**src/rtl/psg_pkg.sv**
```systemverilog
package psg_pkg;
  localparam int BYTE_W = 8;
  localparam int NUM_TONE = 3;
  localparam int NOISE_CH = 3;
  typedef enum logic {FLD_PITCH = 1'b0, FLD_ATTEN = 1'b1} fld_e;
endpackage

```
**src/rtl/psg_regs.sv**
```systemverilog
module psg_regs
  import psg_pkg::*;
#(
  parameter int TONE_W = 10,
  parameter int VOL_W  = 4,
  parameter int CTL_W  = 3
) (
  input  logic                             clk,
  input  logic                             rst,
  input  logic                             wr_en,
  input  logic [BYTE_W-1:0]                wr_data,
  output logic [NUM_TONE-1:0][TONE_W-1:0]  pitch_q,
  output logic [3:0][VOL_W-1:0]            atten_q,
  output logic [CTL_W-1:0]                 nctl_q,
  output logic                             noise_restart
);
  localparam int LO_W = 4;
  localparam int HI_W = TONE_W - LO_W;

  logic [1:0] sel_ch;
  fld_e       sel_fld;
  logic       is_latch;
  logic [1:0] byte_ch;
  fld_e       byte_fld;

  assign is_latch = wr_data[7];
  assign byte_ch  = wr_data[6:5];
  assign byte_fld = fld_e'(wr_data[4]);

  assign noise_restart = wr_en && (is_latch
      ? (byte_ch == 2'(NOISE_CH) && byte_fld == FLD_PITCH)
      : (sel_ch == 2'(NOISE_CH) && sel_fld == FLD_PITCH));

  always_ff @(posedge clk) begin
    if (rst) begin
      sel_ch  <= '0;
      sel_fld <= FLD_PITCH;
      pitch_q <= '0;
      atten_q <= '1;
      nctl_q  <= '0;
    end else if (wr_en) begin
      if (is_latch) begin
        sel_ch  <= byte_ch;
        sel_fld <= byte_fld;
        if (byte_fld == FLD_ATTEN) begin
          atten_q[byte_ch] <= wr_data[VOL_W-1:0];
        end else if (byte_ch == 2'(NOISE_CH)) begin
          nctl_q <= wr_data[CTL_W-1:0];
        end else begin
          for (int i = 0; i < NUM_TONE; i++)
            if (byte_ch == 2'(i)) pitch_q[i][LO_W-1:0] <= wr_data[LO_W-1:0];
        end
      end else begin
        if (sel_fld == FLD_ATTEN) begin
          atten_q[sel_ch] <= wr_data[VOL_W-1:0];
        end else if (sel_ch == 2'(NOISE_CH)) begin
          nctl_q <= wr_data[CTL_W-1:0];
        end else begin
          for (int i = 0; i < NUM_TONE; i++)
            if (sel_ch == 2'(i)) pitch_q[i][TONE_W-1:LO_W] <= wr_data[HI_W-1:0];
        end
      end
    end
  end

  AST_LATCH_HOLD: assert property (@(posedge clk) disable iff (rst)
    (wr_en && !wr_data[7]) |=> (sel_ch == $past(sel_ch) && sel_fld == $past(sel_fld)));
  AST_ATTEN_HOLD: assert property (@(posedge clk) disable iff (rst)
    !wr_en |=> $stable(atten_q));
endmodule

```
**src/rtl/psg_tone.sv**
```systemverilog
module psg_tone #(
  parameter int TONE_W = 10
) (
  input  logic              clk,
  input  logic              rst,
  input  logic              tick,
  input  logic [TONE_W-1:0] period,
  output logic              out_bit,
  output logic              toggle
);
  logic [TONE_W-1:0] cnt;
  logic              held;

  assign held   = (period <= TONE_W'(1));
  assign toggle = tick && !held && (cnt <= TONE_W'(1));

  always_ff @(posedge clk) begin
    if (rst) begin
      cnt     <= '0;
      out_bit <= 1'b0;
    end else if (tick) begin
      if (held) begin
        cnt     <= period;
        out_bit <= 1'b1;
      end else if (cnt <= TONE_W'(1)) begin
        cnt     <= period;
        out_bit <= ~out_bit;
      end else begin
        cnt <= cnt - 1'b1;
      end
    end
  end

  AST_HELD_HIGH: assert property (@(posedge clk) disable iff (rst)
    (tick && period <= TONE_W'(1)) |=> out_bit);
endmodule

```
**src/rtl/psg_noise.sv**
```systemverilog
module psg_noise #(
  parameter int LFSR_W   = 16,
  parameter int TAP_A    = 0,
  parameter int TAP_B    = 3,
  parameter int BASE_PER = 16
) (
  input  logic       clk,
  input  logic       rst,
  input  logic       tick,
  input  logic [2:0] ctl,
  input  logic       restart,
  input  logic       ext_step,
  output logic       out_bit
);
  localparam int CNT_W = $clog2(BASE_PER * 4) + 1;
  localparam logic [LFSR_W-1:0] SEED = {1'b1, {(LFSR_W-1){1'b0}}};

  logic [LFSR_W-1:0] lfsr;
  logic [CNT_W-1:0]  ncnt;
  logic [CNT_W-1:0]  per;
  logic              ext_rate;
  logic              step;
  logic              fb;

  assign ext_rate = (ctl[1:0] == 2'd3);
  assign per      = CNT_W'(BASE_PER) << ctl[1:0];
  assign step     = ext_rate ? ext_step : (tick && ncnt == '0);
  assign fb       = ctl[2] ? (lfsr[TAP_A] ^ lfsr[TAP_B]) : lfsr[0];
  assign out_bit  = lfsr[0];

  always_ff @(posedge clk) begin
    if (rst || restart) begin
      lfsr <= SEED;
      ncnt <= '0;
    end else begin
      if (tick && !ext_rate)
        ncnt <= (ncnt == '0) ? per - 1'b1 : ncnt - 1'b1;
      if (step)
        lfsr <= {fb, lfsr[LFSR_W-1:1]};
    end
  end

  AST_LFSR_LIVE: assert property (@(posedge clk) disable iff (rst)
    lfsr != '0);
endmodule

```
**src/rtl/tone_noise_psg.sv**
```systemverilog
module tone_noise_psg
  import psg_pkg::*;
#(
  parameter int CLK_DIV = 32,
  parameter int TONE_W  = 10,
  parameter int VOL_W   = 4,
  parameter int LFSR_W  = 16
) (
  input  logic              clk,
  input  logic              rst,
  input  logic              wr_en,
  input  logic [7:0]        wr_data,
  output logic [VOL_W-1:0]  tone0_lvl,
  output logic [VOL_W-1:0]  tone1_lvl,
  output logic [VOL_W-1:0]  tone2_lvl,
  output logic [VOL_W-1:0]  noise_lvl,
  output logic [VOL_W+1:0]  mix_out
);
  localparam int PRE_W = $clog2(CLK_DIV);
  localparam int MIX_W = VOL_W + 2;
  localparam logic [VOL_W-1:0] FULL = '1;

  logic [PRE_W-1:0]                pre_cnt;
  logic                            tick;
  logic [NUM_TONE-1:0][TONE_W-1:0] pitch;
  logic [3:0][VOL_W-1:0]           atten;
  logic [2:0]                      nctl;
  logic                            n_restart;
  logic [3:0]                      ch_bit;
  logic [NUM_TONE-1:0]             ch_tog;
  logic [3:0][VOL_W-1:0]           lvl_d;
  logic [3:0][VOL_W-1:0]           lvl_q;
  logic [MIX_W-1:0]                mix_d;

  always_ff @(posedge clk) begin
    if (rst) pre_cnt <= '0;
    else     pre_cnt <= (pre_cnt == PRE_W'(CLK_DIV - 1)) ? '0 : pre_cnt + 1'b1;
  end
  assign tick = (pre_cnt == PRE_W'(CLK_DIV - 1));

  psg_regs #(.TONE_W(TONE_W), .VOL_W(VOL_W), .CTL_W(3)) u_regs (
    .clk(clk), .rst(rst), .wr_en(wr_en), .wr_data(wr_data),
    .pitch_q(pitch), .atten_q(atten), .nctl_q(nctl), .noise_restart(n_restart)
  );

  for (genvar g = 0; g < NUM_TONE; g++) begin : g_tone
    psg_tone #(.TONE_W(TONE_W)) u_tone (
      .clk(clk), .rst(rst), .tick(tick), .period(pitch[g]),
      .out_bit(ch_bit[g]), .toggle(ch_tog[g])
    );
  end

  psg_noise #(.LFSR_W(LFSR_W), .TAP_A(0), .TAP_B(3), .BASE_PER(16)) u_noise (
    .clk(clk), .rst(rst), .tick(tick), .ctl(nctl), .restart(n_restart),
    .ext_step(ch_tog[2]), .out_bit(ch_bit[NOISE_CH])
  );

  always_comb begin
    mix_d = '0;
    for (int i = 0; i < 4; i++) begin
      lvl_d[i] = ch_bit[i] ? (FULL - atten[i]) : '0;
      mix_d    = mix_d + MIX_W'(lvl_d[i]);
    end
  end

  always_ff @(posedge clk) begin
    if (rst) begin
      lvl_q   <= '0;
      mix_out <= '0;
    end else begin
      lvl_q   <= lvl_d;
      mix_out <= mix_d;
    end
  end

  assign tone0_lvl = lvl_q[0];
  assign tone1_lvl = lvl_q[1];
  assign tone2_lvl = lvl_q[2];
  assign noise_lvl = lvl_q[3];

  AST_MUTE_T0: assert property (@(posedge clk) disable iff (rst)
    (atten[0] == FULL) |=> (tone0_lvl == '0));
  AST_MUTE_NOISE: assert property (@(posedge clk) disable iff (rst)
    (atten[3] == FULL) |=> (noise_lvl == '0));
  AST_MIX_RANGE: assert property (@(posedge clk) disable iff (rst)
    mix_out <= MIX_W'(4 * FULL));
endmodule

```
**config.mk**
```make
export PLATFORM = sky130hd
export DESIGN_NAME = tone_noise_psg
export DESIGN_NICKNAME = d
export VERILOG_FILES = /design/src/rtl/psg_pkg.sv /design/src/rtl/psg_regs.sv /design/src/rtl/psg_tone.sv /design/src/rtl/psg_noise.sv /design/src/rtl/tone_noise_psg.sv
export SDC_FILE = /design/constraint.sdc
export NUM_CORES = 1
export LEC_CHECK = 0
export ABC_AREA = 1
export ABC_CLOCK_PERIOD_IN_PS = 6450
export CORE_ASPECT_RATIO = 1.75
export CORE_MARGIN = 3
export CORE_UTILIZATION = 25
export CTS_CLUSTER_DIAMETER = 60
export DETAILED_ROUTE_END_ITERATION = 7
export DONT_BUFFER_PORTS = 1
export PLACE_DENSITY = 0.5
export SLEW_MARGIN = 20
export SYNTH_ARGS = -nofsm -noshare
export SYNTH_HDL_FRONTEND = slang
export SYNTH_SLANG_ARGS = --single-unit
```
**constraint.sdc**
```tcl
create_clock -name clk -period 6.45 [get_ports clk]
set_input_delay 0.3225 -clock clk [delete_from_list [all_inputs] [get_ports clk]]
set_output_delay 0.3225 -clock clk [all_outputs]
set_load 0.03 [all_outputs]
```
-- After elaboration in Yosys (flattened, before gate mapping)
Index checks and enable logic that the tools add are counted.
- register bits after elaboration: 135
- input bits: 11
- output and inout port bits: 22
- word-level logic and storage cells: 139
- add/sub/neg operators: 13
- $lt $le $gt $ge: 10
- eq/ne operators: 12
- shifts and indexed selects: 1
- muxes and demuxes: 34
- bitwise gates (word level): 9
- reduce and logical (&&, ||, !) cells: 33
- operators with widths (operator ; count):
    10-bit by 1-bit less-or-equal comparator with 1-bit output (second input constant) ; 6
    10-bit two-way mux ; 6
    16-bit two-way mux ; 3
    5-bit AND reduction ; 7
    16-bit bitwise mux ; 2
    10-bit by 1-bit subtractor with 10-bit output (second input constant) ; 3
    4-bit two-way mux ; 6
    4-bit demux with 2-bit select ; 2
    4-bit subtractor (first input constant) ; 4
    3-bit two-way mux ; 5
    7-bit by 1-bit subtractor with 7-bit output (second input constant) ; 2
    2-bit == test (second input constant) ; 5
    2-bit nonzero test ; 5
    1-bit logical AND ; 9
    1-bit two-way mux ; 9
    1-bit inverter ; 8
    2-bit AND reduction ; 4
    7-bit logical NOT ; 1
    7-bit two-way mux ; 1
    5-bit by 2-bit left shift with 7-bit output (first input constant) ; 1
    5-bit by 4-bit adder with 6-bit output ; 1
    6-bit by 4-bit adder with 6-bit output ; 1
    2-bit by 3-bit less-than comparator with 1-bit output (second input constant) ; 2
    2-bit != test (second input constant) ; 3
    other kinds (12) ; 16

-- Logic depth before layout (Yosys ltp)
Gate-level depths: netlist (run 1).
- word-level depth: 7
- depth in mapped cells: 13
- mapped depth without buffers: 12

-- By module
Synthesis (run 1) repeated with hierarchy kept, for this count alone.
- cell total of the unflattened synthesis: 970
- area total of the unflattened synthesis: 6830.3 µm²
- modules (own cells, without submodules) (module ; instances ; cells an instance ; area each (µm²) ; seq. area each (µm²)):
    psg_tone ; 3 ; 142 ; 857.1 ; 220.2
    psg_regs ; 1 ; 273 ; 2053.2 ; 1041.0
    tone_noise_psg ; 1 ; 125 ; 1167.4 ; 540.5
    psg_noise ; 1 ; 146 ; 1038.5 ; 460.4

-- Worst setup path before layout (run 1)
OpenSTA, ideal clock, no wires.
- path type: reg2reg
- start point: register g_tone[1].u_tone.out_bit
- end point: register mix_out[5]
- library setup time: 65 ps
- arrival time: 2615 ps
- data required time: 6385 ps
- setup slack: 3769 ps
- stages on the path, launching flop included: 12
- buffers on the path: 0
- clock period less this slack: 2681 ps
- cells stage by stage: dfxtp_1 > inv_1 > or2_2 > fa_1 > inv_1 > fa_1 > ha_1 > inv_1 > fa_1 > o21ai_0 > a21oi_1 > nor2_1
- cells in the longest elaborated chain, start to end: 4
- RTL lines (item ; RTL line ; RTL):
    from (decl) ; psg_tone.sv:8 ; output logic out_bit,
    from (signal assigned) ; psg_tone.sv:27 ; out_bit <= ~out_bit;
    4-bit two-way mux ; tone_noise_psg.sv:61 ; lvl_d[i] = ch_bit[i] ? (FULL - atten[i]) : '0;
    4-bit by 4-bit adder with 5-bit output ; tone_noise_psg.sv:62 ; mix_d = mix_d + MIX_W'(lvl_d[i]);
    5-bit by 4-bit adder with 6-bit output ; tone_noise_psg.sv:62 ;
    6-bit by 4-bit adder with 6-bit output ; tone_noise_psg.sv:62 ;
    to (signal assigned) ; tone_noise_psg.sv:72 ; mix_out <= mix_d;
    to (decl) ; tone_noise_psg.sv:17 ; output logic [VOL_W+1:0] mix_out
No other way between the ends.
A chain may end at the register's enable or synchronous reset.

-- Worst setup path after layout (run 1)
- start point: register pre_cnt[0]
- end point: register u_noise.ncnt[6]
- cells in the longest elaborated chain, start to end: 2
- RTL lines (item ; RTL line ; RTL):
    from (decl) ; tone_noise_psg.sv:23 ; logic [PRE_W-1:0] pre_cnt;
    from (signal assigned) ; tone_noise_psg.sv:37 ; else pre_cnt <= (pre_cnt == PRE_W'(CLK_DIV - 1)) ? '0 : pre_cnt + 1'b1;
    5-bit == test ; tone_noise_psg.sv:39 ; assign tick = (pre_cnt == PRE_W'(CLK_DIV - 1));
    1-bit logical AND ; psg_noise.sv:36 ; if (tick && !ext_rate)
    to (signal assigned) ; psg_noise.sv:37 ; ncnt <= (ncnt == '0) ? per - 1'b1 : ncnt - 1'b1;
    to (decl) ; psg_noise.sv:19 ; logic [CNT_W-1:0] ncnt;
No other way between the ends.

==> results of run 1 <==
==> cell type report <==
| type | instances | area [um2] | area share |
|---|---|---|---|
| Multi-Input combinational cell | 628 | 3320 | 0.438 |
| Sequential cell | 135 | 2700 | 0.356 |
| Inverter | 123 | 467 | 0.0614 |
| Clock buffer | 17 | 425 | 0.0560 |
| Tap cell | 320 | 400 | 0.0527 |
| Clock inverter | 15 | 193 | 0.0254 |
| Timing Repair Buffer | 9 | 80.1 | 0.0105 |
| Antenna cell | 1 | 2.50 | 0.000329 |
==> synth_stat cells, drive strengths merged, types with 8 or more instances <==
master / n
nand3: 82
a21oi: 61
ha: 14
nand2: 192
or2: 14
dfxtp: 135
fa: 8
xor2: 8
buf: 13
clkbuf: 13
nor2: 139
o21ai: 67
nor3: 14
inv: 119
nand4: 9
==> power by group <==
group	total, mW	internal, mW	switching (mW)
combinational	0.0799	0.0241	0.0558
sequential	0.857	0.847	0.00966
clock	1.02	0.617	0.402
total	1.96	1.49	0.468
==> registers in the layout, indices dropped and copies added (netlist names) <==
register and count:
pre_cnt 5, tone2_lvl 4, tone0_lvl 4, u_regs.nctl_q 3
u_noise.ncnt 7, u_regs.sel_fld 1, g_tone.u_tone.out_bit 3, mix_out 6
u_regs.pitch_q 30, u_noise.lfsr 16, u_regs.atten_q 16, noise_lvl 4
g_tone.u_tone.cnt 30, u_regs.sel_ch 2, tone1_lvl 4
==> cell usage in the layout, fill, tap and decap left out, types with 2 or more instances in the layout <==
master	count
nor2_2	4
a21oi_1	54
nand3_2	14
a21oi_2	7
o21ai_1	9
nand2_1	181
nor2_1	128
nand3_1	67
o21ai_0	57
inv_6	6
bufinv_16	3
o211ai_1	5
clkinv_4	4
inv_2	9
ha_1	14
fa_1	8
dfxtp_1	135
buf_4	4
nand2_4	3
nor3_1	14
or2_2	13
nand4_1	8
nand2_2	8
nor2_4	6
clkbuf_16	17
xor2_1	8
xnor2_1	5
clkinv_1	4
o22ai_1	2
inv_1	109
dlygate4sd3_1	5
==> worst max-delay path, stage by stage (launching register included) <==
cell and delay (ps):
dfxtp_1 350, ha_1 180, nand2_1 70, nor2_1 100, ha_1 150, buf_4 280
nand2_1 210, inv_1 190, nand3_2 670, o21bai_1 460, nand2_1 90, nand2_1 60
nor2_1 40
==> cell families (layout without fill, tap and decap cells) <==
family / Yosys count / after routing / share of synthesized area
other: 0 / 1 / 0
buffers and inverters: 149 / 164 / 0.0951
AO/OA/AOI/OAI: 141 / 141 / 0.116
AND/OR/NAND/NOR: 452 / 452 / 0.316
flip-flops: 135 / 135 / 0.406
adder cells (fa/ha/maj): 22 / 22 / 0.0503
XOR/XNOR: 13 / 13 / 0.0171
==> worst paths after layout <==
check / depth (start not counted) / startpoint / end / slack (ps)
max: 12 / pre_cnt[0] / u_noise.ncnt[6] / 3470
max reg2reg: 12 / pre_cnt[0] / u_noise.ncnt[6] / 3470
min reg2reg: 1 / pre_cnt[0] / pre_cnt[0] / 450
min: 1 / rst / tone2_lvl[2] / 5
==> through the flow <==
step	setup WS, ps	hold slack [ps]	area (um2)	power (mW)
after floorplan	3770	418	6660	0.938
after global placement	3530	411	6920	0.949
after detailed placement	3460	411	6920	0.949
after CTS	3420	0.339	7590	1.98
after global routing	3170	4.47	7590	2.03
final	3470	5.44	7590	1.96
==> metal layers <==
metal  global-route usage  vias up  share of wire
met5                    0        -              0
li1                     -     2910              -
met4               0.0631        0          0.035
met2                0.226      102           0.54
met3               0.0378       38          0.048
met1                0.124     2532           0.38
==> impl_metrics.py, run 1 <==
metrics = {
    "critical_path": {
        "crit_fanout": 33,
        "crit_type": "reg2reg",
        "crit_arrival_ps": 3300,
        "required_ps": 6780,
        "startpoint_type": "flip-flop",
        "cp-end-kind": "flip-flop",
    },
    "placement": {
        "hpwl_um": 12000,
        "portBuffers": 0,
        "gp_congestion": 0.789,
        "dp_cells": 1210,
    },
    "logic_synthesis": {
        "yosys_warnings": 0,
        "syn-num-nets": 945,
        "synth-edff-count": 0,
        "yosysTopAreaCellShare": 0.406,
        "synth.largest_area_cell": "dfxtp_1",
        "netlist_instances": 912,
        "ys_types": 45,
        "synth_top_flop_cell": "dfxtp_1",
        "avgSynthCellArea_um2": 7.30,
        "yosys-top-cells-area": "dfxtp_1, nand2_1, nor2_1",
        "synthesis.area_um2": 6660,
        "async_flop_share": 0,
        "ys_ff_latch": 135,
        "yosysSeqAreaShare": 0.406,
    },
    "timing": {
        "clock_skew_ps": 8.59,
        "rsz0062_at_grt": "no",
        "fmax_mhz": 336,
        "drv_slew": 0,
        "hold_viol_final": 0,
        "setup-tns-final_ps": 0,
        "worst_pin_slew_ps": 1050,
        "finalSetupViolations": 0,
        "period_minus_slack_ps": 2980,
        "slew_headroom": 0.300,
        "post-route-period-util": 0.461,
    },
    "global_route": {
        "first_global_vias": 5523,
        "antenna_found_initial": 1,
        "overflow": 0,
        "grt_max_degree": 54,
        "grt_pass1_wl_um": 27800,
        "grt_usage": 0.124,
    },
    "clock_network": {
        "clock_latency_ps": 430,
        "cts_setup_buffers": 0,
        "cts_buffers": 17,
        "clk_pin_slew_worst_paths_ps": 60,
        "cts_tree": "done",
        "htreeDepth": 4,
        "clock_sinks": 135,
        "root_buffer": "clkbuf_16",
        "ctsResizeCount": 0,
        "cts_hold_buf": 5,
        "clock_path_buffers": 2,
    },
    "routing": {
        "ant_nets": 0,
        "vias": 5582,
        "via_per_inst": 4.47,
        "wl_per_cell_um": 13.6,
        "first_pass_iters": 4,
        "finalWirelength_um": 16900,
        "drt_iter0_drc": 279,
        "drc_errors": 0,
    },
    "power_and_ir_drop": {
        "p_per_area_nw_per_um2": 258,
        "p_leak_nw": 3.47,
        "ir_drop_mv": 0.166,
    },
    "die": {
        "die_h_um": 222,
        "core_um2": 26100,
        "die_area_um2": 28700,
        "initial_core_util": 0.256,
        "dieWidth_um": 129,
        "ioPinCount": 33,
        "num_rows": 78,
    },
    "finish": {
        "stdcell_count": 1248,
        "area_growth_pct": 14.0,
        "nets": 947,
        "drive_gt1_frac": 0.115,
        "finish.utilization": 0.291,
        "fillerInstances": 2786,
    },
    "min_path": {
        "hp-class": "in2reg",
    },
    "flow_run": {
        "drv_cap": 0,
    },
    "status": {
        "status": "completed",
    },
}
Note: power is estimated with default switching activity, not from simulation.
==> run 2: changes to the inputs <==
--- a/config.mk
+++ b/config.mk
@@ -5,8 +5,8 @@
 export SDC_FILE = /design/constraint.sdc
 export NUM_CORES = 1
 export LEC_CHECK = 0
-export ABC_AREA = 1
-export ABC_CLOCK_PERIOD_IN_PS = 6450
+export ABC_AREA = 0
+export ABC_CLOCK_PERIOD_IN_PS = 2900
 export CORE_ASPECT_RATIO = 1.75
 export CORE_MARGIN = 3
 export CORE_UTILIZATION = 25
==> constraint.sdc (replaced) <==
create_clock -name clk -period 2.9 [get_ports clk]
set_input_delay 0.145 -clock clk [delete_from_list [all_inputs] [get_ports clk]]
set_output_delay 0.145 -clock clk [all_outputs]
set_load 0.03 [all_outputs]
==> impl_metrics.py, run 2 <==
metrics = {
    "logic_synthesis": {
        "synth.largest_area_cell": "dfxtp_1",
        "synthesis.area_um2": 6340,
        "async_flop_share": 0,
        "synth_top_flop_cell": "dfxtp_1",
        "ys_ff_latch": 135,
        "yosys_warnings": 0,
        "yosys-top-cells-area": "dfxtp_1, mux2i_1, nor2_1",
        "synth-edff-count": 0,
        "syn-num-nets": 739,
        "yosysTopAreaCellShare": 0.426,
        "ys_types": 67,
        "synth_common_cells": "dfxtp_1, nor2_1, mux2i_1, nand2_1, inv_1",
        "netlist_instances": 706,
        "yosysSeqAreaShare": 0.426,
        "yosysMostFrequentCell": "dfxtp_1",
        "avgSynthCellArea_um2": 8.98,
    },
    "clock_network": {
        "clock_latency_ps": 420,
        "cts_tree": "done",
        "clk_pin_slew_worst_paths_ps": 60,
        "clock_sinks": 135,
        "clock_path_buffers": 2,
        "htreeDepth": 4,
        "cts_buffers": 17,
        "cts_setup_buffers": 0,
        "root_buffer": "clkbuf_16",
    },
    "placement": {
        "portBuffers": 0,
        "gp_congestion": 0.800,
        "hpwl_um": 11300,
    },
    "finish": {
        "layout_commonest_cell": "dfxtp_1",
        "area_growth_pct": 17.1,
        "reg_top3": "g_tone.u_tone.cnt (30), u_regs.pitch_q (30)",
        "final_cell_mix": "dfxtp_1, nor2_1, mux2i_1, nand2_1, inv_1",
        "diodes": 0,
        "multi_input_area_um2": 3380,
        "nets": 749,
        "seq_area_um2": 2710,
        "fillerInstances": 2607,
        "drive_gt1_frac": 0.0974,
    },
    "die": {
        "die_area_um2": 27400,
        "core_um2": 24800,
        "initial_core_util": 0.255,
        "dieWidth_um": 126,
        "die_h_um": 217,
        "ioPinCount": 33,
        "num_rows": 76,
    },
    "global_route": {
        "antenna_found_initial": 1,
        "overflow": 0,
        "first_global_vias": 5032,
        "grt_pass1_wl_um": 27000,
        "grt_max_degree": 82,
        "grt_usage": 0.124,
    },
    "timing": {
        "drv_slew": 0,
        "clock_skew_ps": 10.5,
        "rsz0062_at_grt": "no",
        "post-route-period-util": 0.923,
        "slew_headroom": 0.310,
        "setup-tns-final_ps": 0,
        "worst_pin_slew_ps": 1030,
        "hold_viol_final": 0,
        "fmax_mhz": 374,
        "finalSetupViolations": 0,
        "period_minus_slack_ps": 2680,
    },
    "critical_path": {
        "crit_arrival_ps": 3020,
        "startpoint_type": "flip-flop",
        "required_ps": 3240,
        "crit_fanout": 3,
        "crit_type": "reg2reg",
        "cp-end-kind": "flip-flop",
    },
    "routing": {
        "ant_nets": 0,
        "finalWirelength_um": 16800,
        "via_per_inst": 4.78,
        "vias": 4974,
        "drt_iter0_drc": 259,
        "drc_errors": 0,
        "wl_per_cell_um": 16.1,
        "first_pass_iters": 4,
    },
    "power_and_ir_drop": {
        "p_leak_nw": 2.96,
        "p_per_area_nw_per_um2": 566,
        "design_power_total_mw": 4.20,
        "ir_drop_mv": 0.339,
    },
    "flow_run": {
        "drv_cap": 0,
    },
    "min_path": {
        "hp-class": "in2reg",
    },
    "status": {
        "status": "completed",
    },
}
==> run 2: path summary, 6_finish.rpt <==
path                       from           endpoint  slack, ps  cells after the start
max           u_regs.atten_q[5]         mix_out[5]        220                     10
min reg2reg  u_regs.atten_q[12]       noise_lvl[0]        440                      1
min                  wr_data[6]  u_regs.pitch_q[2]         20                      3
max reg2reg   u_regs.atten_q[5]         mix_out[5]        220                     10
==> run 2: metal layers <==
| metal | vias up | global-route usage | wire length (um) |
|---|---|---|---|
| met5 | - | 0 | 0 |
| met4 | 0 | 0.0626 | 567 |
| met3 | 26 | 0.0234 | 555 |
| met2 | 76 | 0.229 | 8960 |
| met1 | 2380 | 0.133 | 6670 |
| li1 | 2492 | - | - |
==> run 2: critical path: stages, from the launching register on <==
cell      delay [ps]
dfxtp_1          320
nand2b_1         160
fa_1             530
inv_1             60
fa_1             510
ha_1             170
inv_1             50
fa_1             370
nor2b_1          160
o21ai_0          100
a21oi_1          160
==> run 2: report_power, final <==
part | switching, mW | internal [mW] | total (mW)
Sequential | 0.0187 | 1.87 | 1.89
Combinational | 0.0946 | 0.0603 | 0.155
Clock | 0.855 | 1.30 | 2.15
Total | 0.968 | 3.23 | 4.20
==> run 2: through the flow <==
stage	area, um2	worst slack [ps]	utilization	hold WS (ps)	cells
floorplan	6340	371	-	263	706
global placement	6690	242	0.270	243	997
detailed placement	6690	224	0.270	245	997
CTS	7420	138	0.299	3.03	1041
global route	7420	7.10	0.299	22.1	1041
finish	7420	223	0.299	21.1	1041
==> run 2: logic make-up after synthesis <==
group,Yosys count,share of synthesized area
buf+inv,65,0.0409
xor+xnor,14,0.0193
flops,135,0.426
compound gates,118,0.128
mux,52,0.0821
simple gates,300,0.250
fa+ha+maj,22,0.0529
==> run 2: final cells by class <==
type | count | area share
flip-flops and latches | 135 | 0.365
repair buffers | 26 | 0.0327
well taps | 312 | 0.0526
clock inverters | 13 | 0.0196
inverters | 30 | 0.0152
multi-input cells | 506 | 0.456
clock buffers | 19 | 0.0597
==> run 2: what timing repair did <==
| item | in CTS | in global routing |
|---|---|---|
| endpoints found under the hold margin | 88 | 0 |
| setup endpoints to repair | 0 | 1 |
| resized for setup | 0 | 2 |
| hold buffers | 12 | 0 |
